`src/rtl/nib_cpu_pkg.sv`:
```
package nib_cpu_pkg;

    localparam int NIB_W  = 4;
    localparam int WORD_W = 2 * NIB_W;
    localparam int ADDR_W = WORD_W;

    typedef enum logic [NIB_W-1:0] {
        OP_HLT = 4'h0, OP_LDA = 4'h1, OP_STA = 4'h2, OP_JMP = 4'h3,
        OP_SPC = 4'h4, OP_AND = 4'h5, OP_OR  = 4'h6, OP_ADD = 4'h7,
        OP_SUB = 4'h8, OP_JNZ = 4'h9, OP_CMP = 4'hA, OP_JND = 4'hB,
        OP_JNC = 4'hC, OP_ROL = 4'hD, OP_ROR = 4'hE, OP_CLF = 4'hF
    } op_e;

    typedef enum logic [2:0] {
        ST_FETCH, ST_OPND_LO, ST_OPND_HI, ST_MEM_LO, ST_MEM_HI, ST_EXECUTE, ST_HALTED
    } state_e;

    typedef struct packed {
        state_e            st;
        op_e               ir;
        logic [ADDR_W-1:0] pc;
        logic [WORD_W-1:0] ac;
        logic [ADDR_W-1:0] dar;
        logic              c;
        logic              z;
        logic              d;
    } core_t;

    function automatic logic is_single(op_e op);
        return (op == OP_HLT) || (op == OP_ROL) || (op == OP_ROR) || (op == OP_CLF);
    endfunction

    function automatic logic is_mem_op(op_e op);
        return (op == OP_LDA) || (op == OP_STA) || (op == OP_SPC);
    endfunction

endpackage

```
`src/rtl/nib_sync.sv`:
```
module nib_sync #(
    parameter int STAGES = 2
) (
    input  logic clk,
    input  logic rst_n,
    input  logic din,
    output logic dout
);
    logic [STAGES-1:0] sh_d, sh_q;

    always_comb sh_d = {sh_q[STAGES-2:0], din};

    always_ff @(posedge clk) begin
        if (!rst_n) sh_q <= '0;
        else        sh_q <= sh_d;
    end

    assign dout = sh_q[STAGES-1];
endmodule

```
`src/rtl/nib_alu.sv`:
```
module nib_alu
    import nib_cpu_pkg::*;
(
    input  op_e               op,
    input  logic [WORD_W-1:0] ac,
    input  logic [WORD_W-1:0] opnd,
    input  logic              c_in,
    input  logic              z_in,
    output logic [WORD_W-1:0] res,
    output logic              c_out,
    output logic              z_out,
    output logic              wr_ac
);
    logic [WORD_W:0] sum, diff;

    always_comb begin
        sum   = {1'b0, ac} + {1'b0, opnd};
        diff  = {1'b0, ac} - {1'b0, opnd};
        res   = ac;
        c_out = c_in;
        z_out = z_in;
        wr_ac = 1'b0;
        unique case (op)
            OP_AND: begin res = ac & opnd; z_out = (res == '0); wr_ac = 1'b1; end
            OP_OR:  begin res = ac | opnd; z_out = (res == '0); wr_ac = 1'b1; end
            OP_ADD: begin
                res   = sum[WORD_W-1:0];
                c_out = sum[WORD_W];
                z_out = (res == '0);
                wr_ac = 1'b1;
            end
            OP_SUB, OP_CMP: begin
                res   = diff[WORD_W-1:0];
                c_out = diff[WORD_W];
                z_out = (res == '0);
                wr_ac = (op == OP_SUB);
            end
            OP_ROL: begin
                res   = {ac[WORD_W-2:0], c_in};
                c_out = ac[WORD_W-1];
                wr_ac = 1'b1;
            end
            OP_ROR: begin
                res   = {c_in, ac[WORD_W-1:1]};
                c_out = ac[0];
                wr_ac = 1'b1;
            end
            default: ;
        endcase
    end
endmodule

```
`src/rtl/nib_cpu.sv`:
```
module nib_cpu
    import nib_cpu_pkg::*;
#(
    parameter int SYNC_STAGES = 2
) (
    input  logic              clk,
    input  logic              rst_n,
    input  logic              restart,
    input  logic              data_flag_in,
    output logic [ADDR_W-1:0] mem_addr,
    input  logic [NIB_W-1:0]  mem_rdata,
    output logic [NIB_W-1:0]  mem_wdata,
    output logic              mem_we,
    output logic              halted
);
    localparam core_t RESET_VAL = '{st: ST_FETCH, ir: OP_HLT, pc: '0, ac: '0,
                                    dar: '0, c: 1'b0, z: 1'b0, d: 1'b0};

    core_t q, n;
    logic d_seen;
    logic [WORD_W-1:0] alu_res;
    logic alu_c, alu_z, alu_wr;
    logic [ADDR_W-1:0] dar_inc;

    nib_sync #(.STAGES(SYNC_STAGES)) u_sync (
        .clk(clk), .rst_n(rst_n), .din(data_flag_in), .dout(d_seen)
    );

    nib_alu u_alu (
        .op(q.ir), .ac(q.ac), .opnd(q.dar), .c_in(q.c), .z_in(q.z),
        .res(alu_res), .c_out(alu_c), .z_out(alu_z), .wr_ac(alu_wr)
    );

    always_comb begin
        n         = q;
        dar_inc   = q.dar + ADDR_W'(1);
        mem_addr  = q.pc;
        mem_wdata = '0;
        mem_we    = 1'b0;
        if (d_seen) n.d = 1'b1;

        unique case (q.st)
            ST_FETCH: begin
                n.ir = op_e'(mem_rdata);
                n.pc = q.pc + ADDR_W'(1);
                n.st = is_single(op_e'(mem_rdata)) ? ST_EXECUTE : ST_OPND_LO;
            end
            ST_OPND_LO: begin
                n.dar[NIB_W-1:0] = mem_rdata;
                n.pc = q.pc + ADDR_W'(1);
                n.st = ST_OPND_HI;
            end
            ST_OPND_HI: begin
                n.dar[WORD_W-1:NIB_W] = mem_rdata;
                n.pc = q.pc + ADDR_W'(1);
                n.st = is_mem_op(q.ir) ? ST_MEM_LO : ST_EXECUTE;
            end
            ST_MEM_LO: begin
                mem_addr = q.dar;
                unique case (q.ir)
                    OP_LDA:  n.ac[NIB_W-1:0] = mem_rdata;
                    OP_STA:  begin mem_we = 1'b1; mem_wdata = q.ac[NIB_W-1:0]; end
                    OP_SPC:  begin mem_we = 1'b1; mem_wdata = q.pc[NIB_W-1:0]; end
                    default: ;
                endcase
                n.st = ST_MEM_HI;
            end
            ST_MEM_HI: begin
                mem_addr = dar_inc;
                unique case (q.ir)
                    OP_LDA:  n.ac[WORD_W-1:NIB_W] = mem_rdata;
                    OP_STA:  begin mem_we = 1'b1; mem_wdata = q.ac[WORD_W-1:NIB_W]; end
                    OP_SPC:  begin mem_we = 1'b1; mem_wdata = q.pc[WORD_W-1:NIB_W]; end
                    default: ;
                endcase
                n.st = ST_FETCH;
            end
            ST_EXECUTE: begin
                n.st = ST_FETCH;
                unique case (q.ir)
                    OP_HLT: n.st = ST_HALTED;
                    OP_JMP: n.pc = q.dar;
                    OP_JNZ: if (!q.z) n.pc = q.dar;
                    OP_JND: if (!q.d) n.pc = q.dar;
                    OP_JNC: if (!q.c) n.pc = q.dar;
                    OP_CLF: begin n.c = 1'b0; n.z = 1'b0; n.d = 1'b0; end
                    default: begin
                        if (alu_wr) n.ac = alu_res;
                        n.c = alu_c;
                        n.z = alu_z;
                    end
                endcase
            end
            ST_HALTED: if (restart) n.st = ST_FETCH;
            default: n.st = ST_FETCH;
        endcase
    end

    always_ff @(posedge clk) begin
        if (!rst_n) q <= RESET_VAL;
        else        q <= n;
    end

    assign halted = (q.st == ST_HALTED);

    a_r2_fetch_step: assert property (@(posedge clk) disable iff (!rst_n)
        (q.st == ST_FETCH) |=> (q.pc == $past(q.pc) + ADDR_W'(1)));

    a_r3_pair_addr: assert property (@(posedge clk) disable iff (!rst_n)
        (q.st == ST_MEM_LO) |=> (q.st == ST_MEM_HI && mem_addr == $past(mem_addr) + ADDR_W'(1)));

    a_r4_add_carry: assert property (@(posedge clk) disable iff (!rst_n)
        (q.st == ST_EXECUTE && q.ir == OP_ADD)
        |=> ({q.c, q.ac} == {1'b0, $past(q.ac)} + {1'b0, $past(q.dar)}));

    a_r5_cmp_keeps_ac: assert property (@(posedge clk) disable iff (!rst_n)
        (q.st == ST_EXECUTE && q.ir == OP_CMP) |=> $stable(q.ac));

    a_r9_write_source: assert property (@(posedge clk) disable iff (!rst_n)
        mem_we |-> ((q.st == ST_MEM_LO || q.st == ST_MEM_HI) &&
                    (q.ir == OP_STA || q.ir == OP_SPC)));

    a_r10_halt_hold: assert property (@(posedge clk) disable iff (!rst_n)
        (halted && !restart) |=> (halted && $stable(q.pc) && !mem_we));

    a_r11_d_sticky: assert property (@(posedge clk) disable iff (!rst_n)
        (q.d && !(q.st == ST_EXECUTE && q.ir == OP_CLF)) |=> q.d);

    a_r12_clf_clears: assert property (@(posedge clk) disable iff (!rst_n)
        (q.st == ST_EXECUTE && q.ir == OP_CLF) |=> (!q.c && !q.z && !q.d));

endmodule

```
`config.mk`:
```
export PLATFORM = sky130hd
export DESIGN_NAME = nib_cpu
export DESIGN_NICKNAME = d
export VERILOG_FILES = /design/src/rtl/nib_cpu_pkg.sv /design/src/rtl/nib_sync.sv /design/src/rtl/nib_alu.sv /design/src/rtl/nib_cpu.sv
export SDC_FILE = /design/constraint.sdc
export NUM_CORES = 1
export LEC_CHECK = 0
export BUFFER_PORTS_ARGS = -buffer_cell sky130_fd_sc_hd__buf_2
export CAP_MARGIN = 0
export CORE_MARGIN = 3
export CORE_UTILIZATION = 50
export CTS_CLUSTER_DIAMETER = 80
export CTS_CLUSTER_SIZE = 30
export DETAILED_ROUTE_END_ITERATION = 10
export GPL_TIMING_DRIVEN = 0
export HOLD_SLACK_MARGIN = 0.03
export PLACE_DENSITY = 0.69
export SLEW_MARGIN = 30
export SYNTH_ARGS = -nofsm -noshare
export SYNTH_HDL_FRONTEND = slang
export SYNTH_SLANG_ARGS = --single-unit
```
`constraint.sdc`:
```
create_clock -name clk -period 3.3 [get_ports clk]
set_clock_uncertainty 0.1 [all_clocks]
set_input_delay 0.66 -clock clk [delete_from_list [all_inputs] [get_ports clk]]
set_output_delay 0.66 -clock clk [all_outputs]
set_load 0.01 [all_outputs]
```
==> results.py <==
metrics = {
    "clock_network": {
        "cts_htree_levels": 2,
        "cts_setup_buffers": 0,
        "cts_root_buf": "sky130_fd_sc_hd__clkbuf_8",
        "cts_tree": "built",
        "clock_slew_at_reported_path_ffs_ps": 90,
        "clock_sink_count": 36,
        "clk_path_buf_depth": 2,
        "insertion_delay_ps": 310,
        "post_cts_resize_count": 0,
        "ctsHoldBuffers": 0,
        "cts_buffers": 5,
    },
    "logic_synthesis": {
        "post_synth_and_or_nand_nor_area_fraction_pct": 24.6,
        "synth_ff_type": "sky130_fd_sc_hd__dfxtp_1",
        "synthMuxAreaShare_pct": 3.39,
        "netlist_top_cells_count": "59 x sky130_fd_sc_hd__nor2_1, 39 x sky130_fd_sc_hd__a21oi_1, 38 x sky130_fd_sc_hd__nand2_1",
        "syn_inst": 489,
        "complex_gate_fraction_of_the_synthesized_area_pct": 31.5,
        "synth_area_per_cell_um2": 7.40,
        "yosysMostFrequentCell": "sky130_fd_sc_hd__nor2_1",
        "netlist.area_leader.share_pct": 19.9,
        "synth_xor_xnor_area_share_pct": 2.90,
        "ys_async_sr_fraction_pct": 0,
        "synth-edff-count": 0,
        "ys_top_cells_by_area": "sky130_fd_sc_hd__dfxtp_1 20%, sky130_fd_sc_hd__ha_1 9.0%, sky130_fd_sc_hd__nor2_1 6.1%",
        "synth_seq_cells": 36,
        "synthesis.area_um2": 3620,
        "main_combinational_cell_family_by_area_after_synthesis": "compound AO/OA/AOI/OAI gates",
        "synth.distinct_cells": 77,
        "synth_seq_area_share_pct": 19.9,
        "synth-adder-area-share_pct": 10.4,
        "synthesis.nets": 525,
        "yosysWarnings": 0,
        "post-synth-top-area-cell": "sky130_fd_sc_hd__dfxtp_1",
    },
    "floorplan": {
        "fp.dieArea_um2": 8290,
        "core_um2": 6910,
        "initial_utilization_pct": 52.4,
        "io_pins": 22,
        "dieHeight_um": 91.1,
        "die_width_um": 91.1,
        "std_cell_rows": 30,
    },
    "worst_setup_path": {
        "cpMostUsedCell": "sky130_fd_sc_hd__buf_2",
        "crit_arrival_ps": 2330,
        "worst_setup_path_end_kind": "output pin",
        "cp_max_fo": 10,
        "timing.critical_path.slowest_cell_delay_ps": 540,
        "critical_path.startpoint_type": "flip-flop",
        "timing.critical_path.cells": "buf_4 > buf_2 > buf_1 > nor2_1 > a22oi_1 > o22ai_1 > buf_2",
        "critPathRequiredTime_ps": 2540,
        "worst_path_max_delay_cell": "sky130_fd_sc_hd__nor2_1",
        "criticalPathCategory": "reg -> out",
        "worst_path_top_cell_family_by_delay": "buffers and inverters",
        "cp_num_buf_inv": 4,
    },
    "final_layout": {
        "antenna_cells": 0,
        "n_fill_cell": 717,
        "final_area_um2": 3960,
        "layout.core_utilization_pct": 57.3,
        "multi_input_area_um2": 2630,
        "regArea_um2": 721,
        "drive_gt1_share_pct": 13.3,
        "finalNonFillerCells": 614,
        "num-nets-final": 553,
        "syn2layout_area_growth_pct": 9.41,
    },
    "status": {
        "status": "completed",
    },
    "placed_design": {
        "dp.final_hpwl_um": 9380,
        "postPlaceCellArea_um2": 3840,
        "numPlacedInstances": 606,
        "place_ws_ps": 446,
        "io_buffer_count": 21,
        "final_weighted_congestion_of_routability_driven_global_placement": 0.992,
    },
    "grt": {
        "track_usage_pct": 30.5,
        "grt_start_max_net_pins": 14,
        "gr-total-overflow": 0,
        "grt_pass1_vias": 3771,
        "grt_first_pass_wirelength_um": 20300,
        "antenna_found_initial": 0,
    },
    "worst_hold_path": {
        "holdCritPathClass": "reg -> reg",
    },
    "sta": {
        "finalHoldViolations": 0,
        "timing.setup.tns_ps": 0,
        "worst-slew-pin-transition_ps": 695,
        "rsz_0062_raised_after_global_routing": "no",
        "final-max-slew-violation-count": 0,
        "finalCriticalPeriod_ps": 3090,
        "timing.max_slew.rel_slack_pct": 53.5,
        "timing.final.setup_violations": 0,
        "fmax_mhz": 323,
        "share_of_the_cycle_needed_by_the_critical_path_after_routing_pct": 93.7,
        "postLayoutSetupSlackWorst_ps": 206,
    },
    "routing": {
        "detail_route.first_pass.iterations": 6,
        "vias_per_cell": 6.55,
        "routed_wl_um": 12600,
        "detailroute.via_count": 4023,
        "drc_errors": 0,
        "dr.first_iter.drc_count": 484,
        "per_cell_routed_wire_length_um": 20.6,
        "final_antenna_net_count": 0,
    },
    "power": {
        "ir_drop_v": 0.000290,
        "total_leakage_power_nw": 1.54,
        "power_density_nw_per_um2": 417,
    },
    "flow_run": {
        "max_capacitance_violation_count": 0,
    },
}
==> report_power, final <==
group          internal (mW)  switching (mW)
clock network          0.228           0.207
registers              0.468          0.0569
logic                  0.257           0.435
total                  0.953           0.699
==> placed cells by master (no fill, tap or decap), types with 4 or more instances in the layout <==
master | netlist | routed
sky130_fd_sc_hd__nor2_1 | 59 | 59
sky130_fd_sc_hd__a21oi_1 | 39 | 39
sky130_fd_sc_hd__nand2_1 | 38 | 38
sky130_fd_sc_hd__o21ai_0 | 36 | 36
sky130_fd_sc_hd__dfxtp_1 | 36 | 36
sky130_fd_sc_hd__buf_2 | 10 | 31
sky130_fd_sc_hd__inv_1 | 26 | 26
sky130_fd_sc_hd__ha_1 | 26 | 26
sky130_fd_sc_hd__clkbuf_1 | 14 | 14
sky130_fd_sc_hd__nand3_1 | 13 | 13
sky130_fd_sc_hd__mux2i_1 | 10 | 10
sky130_fd_sc_hd__a22oi_1 | 9 | 9
sky130_fd_sc_hd__a22o_1 | 8 | 8
sky130_fd_sc_hd__o22ai_1 | 8 | 8
sky130_fd_sc_hd__or3_1 | 7 | 7
sky130_fd_sc_hd__nor3_1 | 7 | 7
sky130_fd_sc_hd__nand4_1 | 7 | 7
sky130_fd_sc_hd__xnor2_1 | 7 | 7
sky130_fd_sc_hd__or2_2 | 6 | 6
sky130_fd_sc_hd__a31oi_1 | 6 | 6
sky130_fd_sc_hd__a221oi_1 | 5 | 5
sky130_fd_sc_hd__o221ai_1 | 5 | 5
sky130_fd_sc_hd__nor2b_1 | 5 | 5
sky130_fd_sc_hd__xor2_1 | 5 | 5
sky130_fd_sc_hd__clkbuf_8 | 0 | 5
sky130_fd_sc_hd__buf_4 | 4 | 4
sky130_fd_sc_hd__o31ai_1 | 4 | 4
sky130_fd_sc_hd__a21o_1 | 4 | 4
==> final cells by class <==
| type | count | area share, % |
|---|---|---|
| Buffer | 31 | 4.01 |
| Clock buffer | 5 | 1.74 |
| Clock inverter | 3 | 1.17 |
| Inverter | 28 | 2.65 |
| Multi-Input combinational cell | 394 | 66.5 |
| Sequential cell | 36 | 18.2 |
| Tap cell | 96 | 3.03 |
| Timing Repair Buffer | 21 | 2.65 |
==> metrics by stage <==
stage               power (mW)  hold WS [ps]
floorplan                 1.01           312
global placement          1.19           327
detailed placement        1.20           328
CTS                       1.63           359
global route              1.73           378
finish                    1.65           354
==> layer usage <==
layer  wire length, um  part of all wire (%)  global-route usage, %
met1              5210                    41                   41.3
met2              5610                    44                   48.1
met3              1230                   9.7                   4.89
met4               589                   4.7                   12.1
met5                 0                     0                      0
==> logic make-up (layout without fill, tap and decap cells) <==
group	after synthesis	count (layout)
and+or+nand+nor	175	175
AOI/OAI and AO/OA	166	166
buffers and inverters	59	88
DFF	36	36
adders and majority gates	29	29
xor gates and xnor gates	12	12
muxes	12	12
==> flip-flops by register name (all words and copies together) (netlist names) <==
register / count
q: 34
u_sync.sh_q: 2
==> path summary, 6_finish.rpt <==
kind,depth (start not counted),end,slack [ps],startpoint
max reg2reg,8,q[16],360,q[4]
min,1,u_sync.sh_q[1],350,u_sync.sh_q[0]
min reg2reg,1,u_sync.sh_q[1],350,u_sync.sh_q[0]
max,7,mem_wdata[0],210,q[29]
Power figures use the tool's default switching activity.
